==> src/rtl/nco_pkg.sv <==
package nco_pkg;
  typedef enum logic [1:0] {
    ACT_IDLE  = 2'd0,
    ACT_STEP  = 2'd1,
    ACT_CLEAR = 2'd2
  } acc_act_e;

  function automatic acc_act_e decode_act(input logic clr, input logic en);
    if (clr)     return ACT_CLEAR;
    else if (en) return ACT_STEP;
    else         return ACT_IDLE;
  endfunction
endpackage

==> src/rtl/nco_lsb_toggle.sv <==
module nco_lsb_toggle
  import nco_pkg::*;
(
  input  logic     clk,
  input  logic     rst,
  input  acc_act_e act,
  output logic     tog
);
  always_ff @(posedge clk) begin
    if (rst)                  tog <= 1'b0;
    else if (act == ACT_CLEAR) tog <= 1'b0;
    else if (act == ACT_STEP)  tog <= ~tog;
  end

  // toggle inverts on every sample
  a_r2_toggle_flips: assert property (@(posedge clk) disable iff (rst)
    (act == ACT_STEP) |=> (tog != $past(tog)));
  // toggle holds when idle
  a_r4_toggle_hold: assert property (@(posedge clk) disable iff (rst)
    (act == ACT_IDLE) |=> $stable(tog));
endmodule

==> src/rtl/nco_seg_adder.sv <==
module nco_seg_adder #(
  parameter int ACC_W = 64,
  parameter int SEG_W = 16
) (
  input  logic [ACC_W-1:0] a,
  input  logic [ACC_W-1:0] b,
  input  logic             cin,
  output logic [ACC_W-1:0] sum
);
  localparam int NSEG = ACC_W / SEG_W;

  logic [NSEG:0] carry;
  assign carry[0] = cin;

  for (genvar g = 0; g < NSEG; g++) begin : g_seg
    logic [SEG_W:0] part;
    assign part = {1'b0, a[g*SEG_W +: SEG_W]} + {1'b0, b[g*SEG_W +: SEG_W]}
                + {{SEG_W{1'b0}}, carry[g]};
    assign sum[g*SEG_W +: SEG_W] = part[SEG_W-1:0];
    assign carry[g+1] = part[SEG_W];
  end

  // carry out of the top segment is dropped: modulo 2^ACC_W wrap
  logic unused_cout;
  assign unused_cout = carry[NSEG];

  initial begin
    a_r5_seg_divides: assert (ACC_W % SEG_W == 0);
  end
endmodule

==> src/rtl/nco_phase_reg.sv <==
module nco_phase_reg
  import nco_pkg::*;
#(
  parameter int PHASE_W = 32
) (
  input  logic               clk,
  input  logic               rst,
  input  acc_act_e           act,
  input  logic [PHASE_W-1:0] phase_next,
  output logic [PHASE_W-1:0] phase_out,
  output logic               phase_valid
);
  always_ff @(posedge clk) begin
    if (rst || act == ACT_CLEAR) begin
      phase_out   <= '0;
      phase_valid <= 1'b0;
    end else if (act == ACT_STEP) begin
      phase_out   <= phase_next;
      phase_valid <= 1'b1;
    end else begin
      phase_valid <= 1'b0;
    end
  end

  // valid exactly one cycle after a sample
  a_r3_valid_after_step: assert property (@(posedge clk) disable iff (rst)
    (act == ACT_STEP) |=> phase_valid);
  a_r3_no_valid_otherwise: assert property (@(posedge clk) disable iff (rst)
    (act != ACT_STEP) |=> !phase_valid);
  // output held while idle
  a_r4_phase_hold: assert property (@(posedge clk) disable iff (rst)
    (act == ACT_IDLE) |=> $stable(phase_out));
endmodule

==> src/rtl/nco_phase_acc.sv <==
module nco_phase_acc
  import nco_pkg::*;
#(
  parameter int ACC_W   = 64,
  parameter int PHASE_W = 32,
  parameter int SEG_W   = 16
) (
  input  logic               clk,
  input  logic               rst,
  input  logic               sample_en,
  input  logic [ACC_W-1:0]   ftw,
  input  logic               phase_clr,
  output logic [PHASE_W-1:0] phase_out,
  output logic               phase_valid
);
  localparam int TOP_LSB = ACC_W - PHASE_W;

  acc_act_e         act;
  logic             tog;
  logic [ACC_W-1:0] acc_q;
  logic [ACC_W-1:0] acc_next;

  assign act = decode_act(phase_clr, sample_en);

  nco_lsb_toggle u_tog (
    .clk (clk),
    .rst (rst),
    .act (act),
    .tog (tog)
  );

  nco_seg_adder #(.ACC_W(ACC_W), .SEG_W(SEG_W)) u_add (
    .a   (acc_q),
    .b   (ftw),
    .cin (tog),
    .sum (acc_next)
  );

  always_ff @(posedge clk) begin
    if (rst || act == ACT_CLEAR) acc_q <= '0;
    else if (act == ACT_STEP)   acc_q <= acc_next;
  end

  nco_phase_reg #(.PHASE_W(PHASE_W)) u_out (
    .clk         (clk),
    .rst         (rst),
    .act         (act),
    .phase_next  (acc_next[ACC_W-1:TOP_LSB]),
    .phase_out   (phase_out),
    .phase_valid (phase_valid)
  );

  // accumulator step includes tuning word and toggle bit
  a_r2_step_sum: assert property (@(posedge clk) disable iff (rst)
    (act == ACT_STEP) |=> (acc_q == ACC_W'($past(acc_q) + $past(ftw) + ACC_W'($past(tog)))));
  // accumulator holds while idle
  a_r4_acc_hold: assert property (@(posedge clk) disable iff (rst)
    (act == ACT_IDLE) |=> $stable(acc_q));
  // clear zeroes accumulator and toggle
  a_r7_clear_zero: assert property (@(posedge clk) disable iff (rst)
    phase_clr |=> (acc_q == '0 && !tog && !phase_valid));
  // output tracks top bits of the accumulator after a sample
  a_r3_phase_top: assert property (@(posedge clk) disable iff (rst)
    phase_valid |-> (phase_out == acc_q[ACC_W-1:TOP_LSB]));
endmodule

==> config.mk <==
export PLATFORM = sky130hd
export DESIGN_NAME = nco_phase_acc
export DESIGN_NICKNAME = d
export VERILOG_FILES = /design/src/rtl/nco_pkg.sv /design/src/rtl/nco_lsb_toggle.sv /design/src/rtl/nco_seg_adder.sv /design/src/rtl/nco_phase_reg.sv /design/src/rtl/nco_phase_acc.sv
export SDC_FILE = /design/constraint.sdc
export NUM_CORES = 1
export LEC_CHECK = 0
export BUFFER_PORTS_ARGS = -buffer_cell sky130_fd_sc_hd__buf_2
export CORE_MARGIN = 10
export CORE_UTILIZATION = 57
export CTS_BUF_LIST = sky130_fd_sc_hd__clkbuf_16
export DETAILED_ROUTE_END_ITERATION = 10
export HOLD_SLACK_MARGIN = 0.08
export PLACE_DENSITY_LB_ADDON = 0.1
export SLEW_MARGIN = 0
export SYNTH_ARGS = -nofsm -noshare
export SYNTH_HDL_FRONTEND = slang
export SYNTH_SLANG_ARGS = --single-unit
==> constraint.sdc <==
create_clock -name clk -period 10.2 [get_ports clk]
set_clock_uncertainty 0.2 [all_clocks]
set_input_delay 1.02 -clock clk [delete_from_list [all_inputs] [get_ports clk]]
set_output_delay 1.02 -clock clk [all_outputs]
set_load 0.01 [all_outputs]
# Word level (Yosys, flattened, before mapping)
# Cells that the tools add are included.
# Widths: inputs -> output; s select.
word_totals:
  regBits: 98
  word_cells: 20
  in_bits: 68
  output_inout_bits: 33
op_classes:
  addsub: 8
  mux: 3
  bitwise: 1
  eq_ne: 2
  reduce_logical: 2
ops:
  columns: ["cell", "n"]
  rows:
  - ["$add 16x16->17", 3]
  - ["$add 17x1->17", 3]
  - ["$add 16x1->16", 1]
  - ["$add 16x16->16", 1]
  - ["$eq 2x1->1 const B", 1]
  - ["$eq 2x2->1 const B", 1]
  - ["$mux 1", 2]
  - ["$mux 2", 1]
  - ["$reduce_or 2->1", 1]
  - ["$logic_or 1x1->1", 1]
  - ["$not 1->1", 1]

# Logic depth before layout (Yosys ltp)
# Gate-level depths: netlist (run 1).
logic_depth:
  depth_word: 5
  ltp_mapped: 38

# Hierarchy
# A second synthesis (run 1) with hierarchy kept.
hier_totals:
  cells_unflattened: 799
  hier_area_um2: 7039.3
by_module_without_submodules:
  columns: ["module", "cells_each", "area_each_um2", "n_inst"]
  rows:
  - ["nco_seg_adder", 438, 3199.3, 1]
  - ["nco_phase_acc", 208, 2302.2, 1]
  - ["nco_phase_reg", 147, 1478.9, 1]
  - ["nco_lsb_toggle", 6, 58.8, 1]

# Worst setup path after synthesis (run 1)
# OpenSTA, ideal clock, no wires.
synth_path:
  path_kind: "input -> register"
  startpoint: "in ftw[0]"
  endpoint: "reg u_out.phase_out[26]"
  arrival_time_ns: 7.920
  path_slack_ns: 1.963
  setup_time_ns: 0.117
  n_path_buf: 0
  path_stages: 38
  cell_sequence: "inv_1 > fa_1 > inv_1 > fa_1 > a21o_1 > a21o_1 > a211oi_2 > o21bai_2 > a31oi_4 > o21ai_0 > o21ai_0 > fa_1 > fa_1 > nor2b_2 > o2111ai_1 > nand3_1 > a41o_1 > a21oi_2 > [... 2 more ...] > fa_1 > fa_1 > nor2b_4 > o31a_4 > o221ai_2 > a21oi_2 > o21a_1 > nor3_1 > a21oi_1 > fa_1 > fa_1 > a21o_1 > a21oi_1 > o21bai_1 > a21o_1 > a211o_1 > xnor2_1 > a22o_1"
synth_via:
  elab_chain_len: 5
synth_lines:
  columns: ["element", "line_no", "text"]
  rows:
  - ["start: declaration", "nco_phase_acc.sv:11", "input logic [ACC_W-1:0] ftw,"]
  - ["$add 16x16->17", "nco_seg_adder.sv:17", "assign part = {1'b0, a[g*SEG_W +: SEG_W]} + {1'b0, b[g*SEG_W +: SEG_W]}"]
  - ["$add 17x1->17 (3 in a row)", "nco_seg_adder.sv:18", "+ {{SEG_W{1'b0}}, carry[g]};"]
  - ["$add 16x1->16", "nco_seg_adder.sv:18", null]
  - ["end signal: assignment", "nco_phase_reg.sv:18", "phase_out <= phase_next;"]
  - ["end: declaration", "nco_phase_reg.sv:10", "output logic [PHASE_W-1:0] phase_out,"]
# No other way between the ends.
# A chain may end at the register's enable or synchronous reset.

# Worst setup path in the final report (run 1)
layout_path:
  startpoint: "in ftw[0]"
  endpoint: "reg u_out.phase_out[30]"
# Same word-level chain as after synthesis.

==> results_dict.tcl, run 1 <==
set metrics [dict create \
    status "complete, no violations" \
    worst_pin_slew_ns 0.825 \
    drv_cap 0 \
    holdBufCountCts 0 \
    initial_core_util_pct 59.1 \
    hold_viol_final 0 \
    yosys.area.top_type "dfxtp_1" \
    synth_edf_count 0 \
    seq_area_frac_synth_pct 24.0 \
    layout_commonest_cell "buf_2" \
    synthCells 680 \
    layout_common_cells "buf_2 (100), dfxtp_1 (66), nor2_1 (61)" \
    cts_root_buf "clkbuf_16" \
    slowest_delay_ns 0.45 \
    drt-initial-drc-count 332 \
    crit_path_frequent_cell "fa_1" \
    syn2layout_area_growth_pct 12.4 \
    port_buffers 100 \
    numCtsBuffers 9 \
    coreArea_mm2 0.00933 \
    crit_required_ns 10.20 \
    grt_pass1_wl_um 23900 \
    post_drt_wl_per_cell_um 16.4 \
    final_core_util_pct 66.4 \
    setup_viol 0 \
    end_kind "flop" \
    hold-path-endpoint "acc_q[21]$_SDFFE_PP0P_" \
    cts_tree "yes" \
    syn-num-nets 815 \
    wirelength_um 14300 \
    period_share_pct 88.1 \
    grt_use_met2_pct 34.0 \
    synth_ff_type "dfxtp_1" \
    die_w_um 118 \
    fill_cells 848 \
    power_mw 0.799 \
    busiest_layer "met2" \
    ys_seq_elements 66 \
    ant_nets 0 \
    drive_above_1_share_pct 18.3 \
    start_kind "primary input" \
    dpl_cell_area_mm2 0.00588 \
    place_ws_ns 1.04 \
    hold_class "reg -> reg" \
    max_freq_ghz 0.111 \
    ir_worst_vdd_mv 0.0763 \
    synth.area.top_cells "dfxtp_1 (24%), ha_1 (13%), a21oi_1 (4.5%), buf_4 (4.4%), nor2_1 (4.2%)" \
    fin_area_mm2 0.00619 \
    netlist-cell-type-count 66 \
    powerDensity_mw_per_mm2 129 \
    relSlewSlack_pct 44.8 \
    cp_slowest_cell "fa_1" \
    vias 5161 \
    period_minus_slack_ns 8.98 \
    grt_max_degree 62 \
    avgSynthCellArea_um2 8.10 \
    routabilityCongestion 0.909 \
    use_met3_pct 4.05 \
    grt_pass1_vias 5232 \
    worstHoldStart "acc_q[21]$_SDFFE_PP0P_" \
    ctsResizeCount 0 \
    synthArstFlopShare_pct 0 \
    overflow 0 \
    ys_warn_count 0 \
    hpwl_um 10600 \
    cp_max_fo 4 \
    routed_via_density 5.90 \
    cts.sinks 66 \
    leakage_nw 2.95 \
    use_met1_pct 23.9 \
    hold_depth 2 \
    r2r_end "u_out.phase_out[30]$_SDFFE_PP0P_" \
    drc_errors 0 \
    final_max_slew_viol_count 0 \
    syn_area_mm2 0.00551 \
    rsz0062_at_grt "no" \
    cts.clk_slew.worst_paths_ns 0.06 \
    arrival_ns 8.98 \
    clockBufferDepth 2 \
    clk_latency_ns 0.33 \
    criticalPathCategory "in -> reg" \
    grt_antenna_before_repair 0 \
    final_nets 875 \
    die_y_um 118 \
    r2r_cells 38 \
    htree_num_levels 3 \
    grt_usage_pct 19.6 \
    die-area_mm2 0.0140 \
    rrSetupSlack_ns 1.68 \
    final.setup.tns_ns 0 \
    post_cts_buffers 0 \
    synth_top_area_share_pct 24.0 \
    pin_count 101 \
    rows 35 \
    setup_ws_ns 1.22 \
    first_pass_iters 5 \
    rr_startpoint "u_tog.tog$_SDFFE_PP0P_" \
]
-- synthesized netlist by cell type, types with 4 or more instances --
library cell	n
nand2_1	43
clkbuf_1	20
nand4_1	8
nor2b_1	7
o21ai_1	5
a311o_1	5
nor2_1	62
o21ai_0	41
dfxtp_1	66
nand3_1	21
nand3b_1	5
xor2_1	11
nor4_1	7
a211oi_1	14
inv_1	31
o211ai_1	9
a21oi_1	50
a31oi_1	8
xnor2_1	15
o21a_1	6
and3_1	7
or3_1	12
o21bai_1	4
buf_4	32
nand2b_1	7
ha_1	59
nor3_1	20
mux2i_1	18
fa_1	8
a21o_1	24
-- per-stage QoR --
step,hold WS (ns),cells
final,0.259,875
after global routing,0.290,874
after CTS,0.263,874
after detailed placement,0.255,858
after global placement,0.239,858
after floorplan,0.229,680
-- where the power goes --
group          leakage, nW  switching [mW]  internal [mW]
clock                0.162           0.122          0.212
combinational         2.25           0.107         0.0792
sequential           0.539         0.00865          0.270
-- logic make-up after synthesis --
kind of cell | Yosys count | synth area share [%]
simple gates | 213 | 19.0
compound gates | 204 | 25.3
xor+xnor | 26 | 4.13
fa+ha+maj | 67 | 16.3
mux | 18 | 3.27
flops | 66 | 24.0
buf+inv | 86 | 8.04
-- sequential cells by signal, indices dropped and copies added (netlist names) --
name	cells
u_tog.tog	1
u_out.phase_valid	1
u_out.phase_out	32
acc_q	32
-- routing by layer --
layer / share of wire, % / up-vias / wire, um
li1: - / 2582 / -
met1: 45 / 2417 / 6450
met2: 48 / 143 / 6860
met3: 5.8 / 19 / 835
met4: 1.2 / 0 / 173
met5: 0 / - / 0
-- worst max-delay path by stage --
stage               slack (ns)  startpoint  cells past startpoint                          endpoint
finish                    1.22      ftw[0]                     39  u_out.phase_out[30]$_SDFFE_PP0P_
floorplan                 1.96      ftw[0]                     38  u_out.phase_out[26]$_SDFFE_PP0P_
CTS                       1.27      ftw[0]                     39  u_out.phase_out[30]$_SDFFE_PP0P_
detailed placement        1.04      ftw[0]                     39  u_out.phase_out[30]$_SDFFE_PP0P_
global route              0.63      ftw[0]                     39  u_out.phase_out[30]$_SDFFE_PP0P_
global placement          1.27      ftw[0]                     39  u_out.phase_out[30]$_SDFFE_PP0P_
-- final cells by class --
class,count,area (um^2),area share (%)
Inverter,31,116,1.88
Clock buffer,9,225,3.64
Sequential cell,66,1320,21.3
Tap cell,129,161,2.61
Timing Repair Buffer,104,531,8.57
Clock inverter,7,86.3,1.39
Multi-Input combinational cell,528,3750,60.5
Antenna cell,1,2.50,0.0404
-- critical path: cells and delay by family --
kind / cells / cell delay [ns]
AOI/OAI and AO/OA: 22 / 4.54
adders and majority gates: 8 / 2.44
buffers and inverters: 3 / 0.21
muxes: 1 / 0.19
and+or+nand+nor: 5 / 0.56
Power figures use the tool's default switching activity.
==> run 2: changes to the inputs <==
- ABC_AREA: not set -> 1
- CORE_UTILIZATION: 57 -> 59
==> run 2 against run 1 <==
  * Area after synthesis up 20%
  * Largest cell class unchanged
  * Worst hold slack better by 0.076 ns
  * First-iteration DRC count up 25%
  * Non-clock buffer count down 4
  * Clock power up 2%
  * Critical path type unchanged
  * Worst setup slack better by 2.3 ns
  * Power up 3.9%
  * Flip-flop and latch count unchanged
  * Routed wire length up 12%
  * Utilization up 0.26 points
  * Global-route usage up 0.46 points
==> results_dict.tcl, run 2 <==
set metrics [dict create \
    clk_latency_ns 0.35 \
    cts.sinks 66 \
    synth_common_cells "nand2_1 (335), inv_1 (229), nor2_1 (150)" \
    die-area_mm2 0.0158 \
    hpwl_um 12300 \
    muxShareOfSynthArea_pct 0 \
    wirelength_um 16000 \
    wl_met1_um 7440 \
    criticalPathCategory "in -> reg" \
    status "complete, no violations" \
    syn-num-nets 1262 \
    end_kind "flop" \
    cts.clk_slew.worst_paths_ns 0.06 \
    maxUsedRoutingLayer "met4" \
    period_minus_slack_ns 6.72 \
    relSlewSlack_pct 31.9 \
    critPathBufInv 6 \
    rows 38 \
    post_cts_buffers 0 \
    worst_pin_slew_ns 1.02 \
    largest_registers "acc_q x32, u_out.phase_out x32" \
    hold_class "reg -> reg" \
    grt_pass1_vias 6072 \
    grt_max_degree 74 \
    holdBufCountCts 0 \
    slowest_delay_ns 0.42 \
    ff_latch_area_mm2 0.00132 \
    synth-simple-area-share_pct 38.0 \
    drt-initial-drc-count 414 \
    fin_area_mm2 0.00725 \
    coreArea_mm2 0.0109 \
    ys_warn_count 0 \
    dpl_cell_area_mm2 0.00694 \
    yosys.area.top_type "dfxtp_1" \
    die_y_um 126 \
    htree_num_levels 3 \
    hold_viol_final 0 \
    synth_compound_area_share_pct 6.45 \
    pin_count 101 \
    period_share_pct 65.9 \
    multi_input_area_mm2 0.00406 \
    cp_max_fo 3 \
    drive_above_1_share_pct 11.9 \
    post_drt_wl_per_cell_um 12.0 \
    final_max_slew_viol_count 0 \
    synth_xor_area_share_pct 3.45 \
    startpoint "ftw[0]" \
    final.setup.tns_ns 0 \
    start_kind "primary input" \
    arrival_ns 6.76 \
    layout_common_cells "nand2_1 (335), inv_1 (229), nor2_1 (150)" \
    first_pass_iters 5 \
    rsz0062_at_grt "no" \
    syn2layout_area_growth_pct 9.96 \
    dr_wl_met3_um 995 \
    synth_top_family_by_area "simple AND/OR/NAND/NOR gates" \
    port_buffers 100 \
    synth.area.top_cells "dfxtp_1 (20%), nand2_1 (19%), inv_1 (13%), ha_1 (11%), nor2_1 (8.5%)" \
    grt_usage_pct 20.1 \
    drv_cap 0 \
    routed_via_density 4.90 \
    numCtsBuffers 9 \
    cp_top_family "adder cells" \
    syn_area_mm2 0.00660 \
    ys_seq_elements 66 \
    synthArstFlopShare_pct 0 \
    clockBufferDepth 2 \
    overflow 0 \
    seq_area_frac_synth_pct 20.0 \
    layout_commonest_cell "nand2_1" \
    ant_nets 0 \
    cp_slowest_cell "fa_1" \
    drc_errors 0 \
    powerDensity_mw_per_mm2 114 \
    post-synth-top-count-cell "nand2_1" \
    routabilityCongestion 0.947 \
    yosys.area_share.adder_pct 13.6 \
    n_antenna_cell 0 \
    fill_cells 1081 \
    avgSynthCellArea_um2 5.85 \
    synthCells 1127 \
    synth_top_area_share_pct 20.0 \
    setup_viol 0 \
    crit_required_ns 10.25 \
    crit_path_frequent_cell "nand3_1" \
    netlist-cell-type-count 33 \
    die_w_um 126 \
    final_nets 1322 \
    ctsResizeCount 0 \
    synth_ff_type "dfxtp_1" \
    grt_pass1_wl_um 27000 \
    grt_antenna_before_repair 0 \
    initial_core_util_pct 60.6 \
    worstHoldStart "acc_q[0]$_SDFFE_PP0P_" \
    rr_startpoint "u_tog.tog$_SDFFE_PP0P_" \
    dr_wl_met2_um 7340 \
    ir_worst_vdd_mv 0.0989 \
    cts_root_buf "clkbuf_16" \
    leakage_nw 4.64 \
    vias 6529 \
    synth_edf_count 0 \
    cts_tree "yes" \
    max_freq_ghz 0.149 \
]
## run 2: cell types whose count changed after synthesis, sizes merged, moves of 18 or more
cell and change:
nand2 +302, inv +204, nor2 +90, nand3 +54
a21o -24, mux2i -18
## run 2: cells by family (layout without fill, tap and decap cells)
logic type | Yosys count | after routing
xor gates and xnor gates | 26 | 26
DFF | 66 | 66
adders and majority gates | 67 | 67
buffers and inverters | 286 | 351
AOI/OAI and AO/OA | 82 | 82
and+or+nand+nor | 600 | 600
## run 2: final timing paths
| kind | depth (start not counted) | slack [ns] | endpoint |
|---|---|---|---|
| min | 2 | 0.34 | acc_q[0]$_SDFFE_PP0P_ |
| max | 38 | 3.48 | u_out.phase_out[28]$_SDFFE_PP0P_ |
| min reg2reg | 2 | 0.34 | acc_q[0]$_SDFFE_PP0P_ |
| max reg2reg | 37 | 3.91 | u_out.phase_out[28]$_SDFFE_PP0P_ |
## run 2: tightest hold or removal path, cell delays in order (launching register included)
cell and delay (ns):
dfxtp_1 0.30, o21ai_0 0.15, a21oi_1 0.04
## run 2: metal layers
| layer | up-vias | global-route usage (%) |
|---|---|---|
| met4 | 0 | 5.49 |
| met5 | - | 0 |
| li1 | 3507 | - |
| met2 | 145 | 33.9 |
| met3 | 16 | 5.49 |
| met1 | 2861 | 24.6 |
## run 2: through the flow
step	util, %	total power, mW	cells	setup slack (ns)	hold slack [ns]
after floorplan	-	0.446	1127	3.90	0.274
after global placement	63.7	0.492	1316	3.37	0.321
after detailed placement	63.7	0.494	1316	3.21	0.331
after CTS	66.6	0.839	1332	3.54	0.339
after global routing	66.6	0.882	1332	2.92	0.366
final	66.6	0.830	1332	3.48	0.335
## run 2: area by class of cell
| class | instances | area share (%) |
|---|---|---|
| inverter | 235 | 12.2 |
| tap | 140 | 2.41 |
| timing repair buffer | 100 | 6.90 |
| clock buffer | 9 | 3.10 |
| sequential | 66 | 18.2 |
| clock inverter | 7 | 1.29 |
| multi-input combinational | 775 | 55.9 |
## run 2: report_power, final
group	switching, mW	total (mW)	internal [mW]
registers	0.00801	0.277	0.269
logic	0.133	0.213	0.0797
clock network	0.127	0.340	0.213
